### config.mk
export PLATFORM = sky130hd
export DESIGN_NAME = qdr4_sram
export DESIGN_NICKNAME = d
export VERILOG_FILES = /design/src/rtl/qdr4_pkg.sv /design/src/rtl/qdr4_bank.sv /design/src/rtl/qdr4_wr_ctl.sv /design/src/rtl/qdr4_rd_ctl.sv /design/src/rtl/qdr4_sram.sv
export SDC_FILE = /design/constraint.sdc
export NUM_CORES = 2
export LEC_CHECK = 0
export BUFFER_PORTS_ARGS = -buffer_cell sky130_fd_sc_hd__buf_2
export CAP_MARGIN = 20
export CORE_MARGIN = 3
export CORE_UTILIZATION = 55
export DETAILED_ROUTE_END_ITERATION = 7
export PLACE_DENSITY = 0.71
export SYNTH_ARGS = -nofsm -noshare
export SYNTH_HDL_FRONTEND = slang
export SYNTH_SLANG_ARGS = --single-unit
### constraint.sdc
create_clock -name clk -period 3.2 [get_ports clk]
set_input_delay 0 -clock clk [delete_from_list [all_inputs] [get_ports clk]]
set_output_delay 0 -clock clk [all_outputs]
set_load 0.005 [all_outputs]
### src/rtl/qdr4_pkg.sv
package qdr4_pkg;
    localparam int BYTE_W_DEF = 9;
    localparam int BYTES_DEF  = 4;
    localparam int ADDR_W_DEF = 4;
    localparam int BURST      = 4;
    localparam int LANES      = 2;

    typedef enum logic [1:0] {
        OUT_IDLE = 2'd0,
        OUT_HEAD = 2'd1,
        OUT_TAIL = 2'd2
    } out_stage_e;

    function automatic logic slot_accept(input logic sel_n, input logic busy);
        return !sel_n && !busy;
    endfunction
endpackage

### src/rtl/qdr4_bank.sv
module qdr4_bank #(
    parameter int ADDR_W = qdr4_pkg::ADDR_W_DEF,
    parameter int BYTE_W = qdr4_pkg::BYTE_W_DEF,
    parameter int BYTES  = qdr4_pkg::BYTES_DEF
) (
    input  logic                      clk,
    input  logic                      rst,
    input  logic                      we,
    input  logic [ADDR_W-1:0]         waddr,
    input  logic [BYTE_W*BYTES-1:0]   wdata,
    input  logic [BYTES-1:0]          wmask_n,
    input  logic [ADDR_W-1:0]         raddr,
    output logic [BYTE_W*BYTES-1:0]   rdata
);
    localparam int DATA_W = BYTE_W * BYTES;
    localparam int DEPTH  = 1 << ADDR_W;

    logic [DATA_W-1:0] mem [DEPTH];

    always_ff @(posedge clk) begin
        if (rst) begin
            for (int i = 0; i < DEPTH; i++) mem[i] <= '0;
        end else if (we) begin
            for (int b = 0; b < BYTES; b++) begin
                if (!wmask_n[b]) mem[waddr][b*BYTE_W +: BYTE_W] <= wdata[b*BYTE_W +: BYTE_W];
            end
        end
    end

    assign rdata = mem[raddr];
endmodule

### src/rtl/qdr4_wr_ctl.sv
module qdr4_wr_ctl #(
    parameter int ADDR_W = qdr4_pkg::ADDR_W_DEF,
    parameter int BYTE_W = qdr4_pkg::BYTE_W_DEF,
    parameter int BYTES  = qdr4_pkg::BYTES_DEF
) (
    input  logic                                          clk,
    input  logic                                          rst,
    input  logic                                          wr_n,
    input  logic [ADDR_W-1:0]                             addr,
    input  logic [BYTE_W*BYTES-1:0]                       din_rise,
    input  logic [BYTE_W*BYTES-1:0]                       din_fall,
    input  logic [BYTES-1:0]                              bw_rise_n,
    input  logic [BYTES-1:0]                              bw_fall_n,
    output logic                                          commit,
    output logic [ADDR_W-1:0]                             waddr,
    output logic [qdr4_pkg::BURST-1:0][BYTE_W*BYTES-1:0]  words,
    output logic [qdr4_pkg::BURST-1:0][BYTES-1:0]         masks_n
);
    import qdr4_pkg::*;
    localparam int DATA_W = BYTE_W * BYTES;

    logic              second;
    logic              accept;
    logic [DATA_W-1:0] head_rise, head_fall;
    logic [BYTES-1:0]  head_rise_m, head_fall_m;

    assign accept = slot_accept(wr_n, second);

    always_ff @(posedge clk) begin
        if (rst) begin
            second      <= 1'b0;
            head_rise   <= '0;
            head_fall   <= '0;
            head_rise_m <= '1;
            head_fall_m <= '1;
        end else begin
            second <= accept;
            if (accept) begin
                head_rise   <= din_rise;
                head_fall   <= din_fall;
                head_rise_m <= bw_rise_n;
                head_fall_m <= bw_fall_n;
            end
        end
    end

    assign commit     = second;
    assign waddr      = addr;
    assign words[0]   = head_rise;
    assign words[1]   = head_fall;
    assign words[2]   = din_rise;
    assign words[3]   = din_fall;
    assign masks_n[0] = head_rise_m;
    assign masks_n[1] = head_fall_m;
    assign masks_n[2] = bw_rise_n;
    assign masks_n[3] = bw_fall_n;
endmodule

### src/rtl/qdr4_rd_ctl.sv
module qdr4_rd_ctl #(
    parameter int ADDR_W = qdr4_pkg::ADDR_W_DEF,
    parameter int DATA_W = qdr4_pkg::BYTE_W_DEF * qdr4_pkg::BYTES_DEF
) (
    input  logic                                    clk,
    input  logic                                    rst,
    input  logic                                    rd_n,
    input  logic [ADDR_W-1:0]                       addr,
    input  logic [qdr4_pkg::BURST-1:0][DATA_W-1:0]  rd_words,
    output logic [ADDR_W-1:0]                       raddr,
    output logic [DATA_W-1:0]                       q_rise,
    output logic [DATA_W-1:0]                       q_fall,
    output logic                                    q_valid
);
    import qdr4_pkg::*;

    logic              fetch_pend;
    logic              accept;
    out_stage_e        stage;
    logic [DATA_W-1:0] tail_rise, tail_fall;

    assign accept = slot_accept(rd_n, fetch_pend);

    always_ff @(posedge clk) begin
        if (rst) begin
            fetch_pend <= 1'b0;
            raddr      <= '0;
            stage      <= OUT_IDLE;
            q_rise     <= '0;
            q_fall     <= '0;
            tail_rise  <= '0;
            tail_fall  <= '0;
        end else begin
            fetch_pend <= accept;
            if (accept) raddr <= addr;
            if (fetch_pend) begin
                q_rise    <= rd_words[0];
                q_fall    <= rd_words[1];
                tail_rise <= rd_words[2];
                tail_fall <= rd_words[3];
                stage     <= OUT_HEAD;
            end else if (stage == OUT_HEAD) begin
                q_rise <= tail_rise;
                q_fall <= tail_fall;
                stage  <= OUT_TAIL;
            end else begin
                q_rise <= '0;
                q_fall <= '0;
                stage  <= OUT_IDLE;
            end
        end
    end

    assign q_valid = (stage != OUT_IDLE);
endmodule

### src/rtl/qdr4_sram.sv
module qdr4_sram #(
    parameter int ADDR_W = qdr4_pkg::ADDR_W_DEF,
    parameter int BYTE_W = qdr4_pkg::BYTE_W_DEF,
    parameter int BYTES  = qdr4_pkg::BYTES_DEF
) (
    input  logic                      clk,
    input  logic                      rst,
    input  logic                      rd_n,
    input  logic                      wr_n,
    input  logic [ADDR_W-1:0]         addr,
    input  logic [BYTE_W*BYTES-1:0]   din_rise,
    input  logic [BYTE_W*BYTES-1:0]   din_fall,
    input  logic [BYTES-1:0]          bw_rise_n,
    input  logic [BYTES-1:0]          bw_fall_n,
    output logic [BYTE_W*BYTES-1:0]   q_rise,
    output logic [BYTE_W*BYTES-1:0]   q_fall,
    output logic                      q_valid
);
    import qdr4_pkg::*;
    localparam int DATA_W = BYTE_W * BYTES;

    logic                             wr_commit;
    logic [ADDR_W-1:0]                waddr, raddr;
    logic [BURST-1:0][DATA_W-1:0]     wr_words, rd_words;
    logic [BURST-1:0][BYTES-1:0]      wr_masks_n;

    qdr4_wr_ctl #(.ADDR_W(ADDR_W), .BYTE_W(BYTE_W), .BYTES(BYTES)) u_wr (
        .clk(clk), .rst(rst), .wr_n(wr_n), .addr(addr),
        .din_rise(din_rise), .din_fall(din_fall),
        .bw_rise_n(bw_rise_n), .bw_fall_n(bw_fall_n),
        .commit(wr_commit), .waddr(waddr), .words(wr_words), .masks_n(wr_masks_n)
    );

    for (genvar k = 0; k < BURST; k++) begin : g_bank
        qdr4_bank #(.ADDR_W(ADDR_W), .BYTE_W(BYTE_W), .BYTES(BYTES)) u_bank (
            .clk(clk), .rst(rst), .we(wr_commit), .waddr(waddr),
            .wdata(wr_words[k]), .wmask_n(wr_masks_n[k]),
            .raddr(raddr), .rdata(rd_words[k])
        );
    end

    qdr4_rd_ctl #(.ADDR_W(ADDR_W), .DATA_W(DATA_W)) u_rd (
        .clk(clk), .rst(rst), .rd_n(rd_n), .addr(addr), .rd_words(rd_words),
        .raddr(raddr), .q_rise(q_rise), .q_fall(q_fall), .q_valid(q_valid)
    );
endmodule

==> flow_summary_export.csv <==
group,metric,value,unit
sta,fin_crit,2.83,ns
clocking,cts.sinks,2540,
global_routing,grt_util_met2,44.1,%
logic_synthesis,yosysSeqAreaShare,65.2,%
routing,drt-pass1-iter-count,7,
cells_and_area,drive_gt1_share,9.72,%
sta,drv_slew,0,
cells_and_area,fillers,15000,
place,place_hpwl,199000,um
sta,finalSetupTns,0,ns
routing,drc,0,
clocking,cts_max_path_buffers,4,
global_routing,grt_most_used_layer,"met2",
setup_path,path_max_fanout,14,
global_routing,grtUsageTotal,29.0,%
routing,drtIter0Drc,8167,
routing,vias,70400,
power_and_ir_drop,p_switching,16.6,mW
clocking,htreeDepth,5,
sta,setup_violations,0,
setup_path,cp.arrival,3.40,ns
place,dpl-instance-area,118000,um^2
cells_and_area,num-nets-final,9006,
setup_path,worst-path-stages,6,
sta,worst_slack,0.371,ns
setup_path,startpoint_type,"flip-flop",
sta,final-hold-violation-count,0,
routing,avgViaCountPerCell,5.96,
sta,timing.final.crit_share,88.4,%
logic_synthesis,ys_warn_count,0,
clocking,numCtsBuffers,280,
clocking,cts_tree,"built",
global_routing,use_met1,41.7,%
worst_hold_path,hold_depth,4,
logic_synthesis,synth_edf_count,2304,
setup_path,critical_path.slowest_cell,"buf_4",
setup_path,critPathTopFamily,"simple AND/OR/NAND/NOR gates",
place,pre_cts_slack,0.175,ns
logic_synthesis,synth_top_area_cell,"edfxtp_1",
setup_path,end_kind,"flip-flop",
global_routing,antenna_found_initial,21,
routing,ant_nets,0,
die,num_rows,165,
setup_path,cp_slowest_stage_delay,0.48,ns
die,num_io_pins,161,
power_and_ir_drop,power_switching_share,22.4,%
power_and_ir_drop,seq_power_share,51.3,%
die,die-area,211000,um^2
clocking,clk_latency,0.94,ns
die,die_w,460,um
die,core,204000,um^2
clocking,clkTransAtPathRegs,0.06,ns
global_routing,overflow,0,
sta,worst_pin_slew,0.981,ns
cells_and_area,multi_input_area,37300,um^2
power_and_ir_drop,p_leak,46.5,nW
outcome,outcome,"finished clean",
routing,wl,309000,um
place,portBuffers,160,
global_routing,gr-usage-met3,5.30,%
setup_path,cp_common_cell,"buf_4",
flow_run,drv_cap,0,
cells_and_area,fin_area,128000,um^2
logic_synthesis,synthDistinctLibCells,22,
place,gp_congestion,0.895,
die,die_y,460,um
sta,max_slew_margin,34.6,%
global_routing,grt_max_degree,164,
cells_and_area,regArea,73900,um^2
logic_synthesis,avgSynthCellArea,13.1,um^2
routing,post_drt_wl_per_cell,26.1,um
logic_synthesis,synth_nets,8767,
logic_synthesis,synthCells,8679,
cells_and_area,area_growth_syn_to_layout,12.9,%
logic_synthesis,synth.area.top_cells,"edfxtp_1, and2_1, mux2i_1, dfxtp_1, a22oi_1",
global_routing,grt_pass1_wl,452000,um
logic_synthesis,yosys.area.top_type_share,61.1,%
worst_hold_path,hold_path_class,"primary input to flip-flop",
sta,rsz0062_at_grt,"no",
power_and_ir_drop,p_clk_share,42.8,%
global_routing,grt_pass1_vias,69200,
sta,fin_skew,0.0636,ns
power_and_ir_drop,comb_power_share,5.9,%
setup_path,critPathBufInv,2,
power_and_ir_drop,peakVddDrop,0.563,mV
logic_synthesis,synth_flop_cell,"edfxtp_1",
clocking,cts_setup_buffers,0,
setup_path,criticalPathCategory,"flip-flop to flip-flop",
logic_synthesis,synth_area,113000,um^2
cells_and_area,layout_common_cells,"and2_1, edfxtp_1, mux2i_1",
setup_path,crit_chain,"nor2b_4 -> buf_4 -> nand2b_1 -> buf_4 -> nor2_1 -> or2_1",
setup_path,required,3.77,ns
clocking,cts_root_buf,"clkbuf_16",
logic_synthesis,ys_ff_latch,2540,
setup_path,reg2reg_depth,6,
power_and_ir_drop,cell_internal_pwr,57.6,mW
die,initial_core_util,55.7,%
power_and_ir_drop,p_total,74.3,mW
sta,max_freq,0.353,GHz
power_and_ir_drop,power_density,581,nW/um^2
logic_synthesis,async_flop_share,0,%
## area by class of cell
cell class                      instances  share of cell area, %
Antenna cell                           18                 0.0352
Clock buffer                          374                   6.10
Clock inverter                        117                  0.936
Inverter                                1                0.00293
Multi-Input combinational cell       5585                   29.2
Sequential cell                      2540                   57.8
Tap cell                             2672                   2.61
Timing Repair Buffer                  510                   3.34
## metal layers
layer | vias to the layer above | routed length [um]
li1 | 31500 | -
met1 | 34700 | 126000
met2 | 3578 | 139000
met3 | 612 | 31600
met4 | 2 | 11800
met5 | - | 9
## worst reg2reg max path, cell delays in order (launching register included)
cell	delay, ns
dfxtp_1	0.40
nor2b_4	0.16
buf_4	0.48
nand2b_1	0.33
buf_4	0.28
nor2_1	0.39
or2_1	0.42
## worst paths after layout
path                                         from                                        to  slack [ns]
setup reg to reg           u_wr.commit$_SDFF_PP0_  g_bank[0].u_bank.mem[7][0]$_SDFFCE_PN0P_        0.37
setup / recovery           u_wr.commit$_SDFF_PP0_  g_bank[0].u_bank.mem[7][0]$_SDFFCE_PN0P_        0.37
hold reg to reg   u_rd.tail_rise[26]$_SDFFE_PP0P_           u_rd.tail_rise[26]$_SDFFE_PP0P_        0.46
hold / removal                       din_fall[27]           u_wr.head_fall[27]$_SDFFE_PP0P_        0.07
## cells by family after synthesis
family / Yosys count / share of synthesized area [%]
buffers and inverters: 554 / 1.96
muxes: 1152 / 10.2
and+or+nand+nor: 3777 / 18.8
DFF: 2540 / 65.2
AOI/OAI and AO/OA: 656 / 3.84
## state kept, by name, summed over array words and instances (netlist names), 2 cells and up, named ones only
name	cells
g_bank.u_bank.mem	2304
u_rd.q_fall	36
u_rd.q_rise	36
u_rd.tail_fall	36
u_rd.tail_rise	36
u_wr.head_fall	36
u_wr.head_rise	36
u_rd.raddr	4
u_wr.head_fall_m	4
u_wr.head_rise_m	4
u_rd.stage	2
## what timing repair did
item | CTS | global route
hold buffers | 112 | 0
resized for setup | 0 | 0
hold endpoints to repair | 1423 | 0
setup endpoints to repair | 0 | 0
## synth_stat cells, drive strengths merged, types with 4 or more instances
master	instances
buf	158
mux2i	1152
nand2	434
clkbuf	395
a22oi	426
and2	2308
nor2	266
a21oi	226
nand3b	10
nand2b	17
dfxtp	236
nor2b	10
nand3	471
o21ai	4
or2	258
edfxtp	2304
## power by group through the flow
stage	clock network, mW	logic (mW)	registers, mW
after floorplan	0	2.73	38.2
after global placement	0	4.12	38.7
after detailed placement	0	4.21	38.7
after CTS	32.1	4.35	38.1
after global routing	33.4	4.65	38.2
final	31.8	4.40	38.1
## per-stage QoR
step	std cells	utilization, %	hold WS, ns
2_1_floorplan	8679	-	0.0768
3_3_place_gp	11200	57.8	0.240
3_5_place_dp	11200	57.8	0.247
4_1_cts	11800	62.8	0.00724
5_1_grt	11800	62.8	0.0684
6_report	11800	62.8	0.0677
Power figures use the tool's default switching activity.
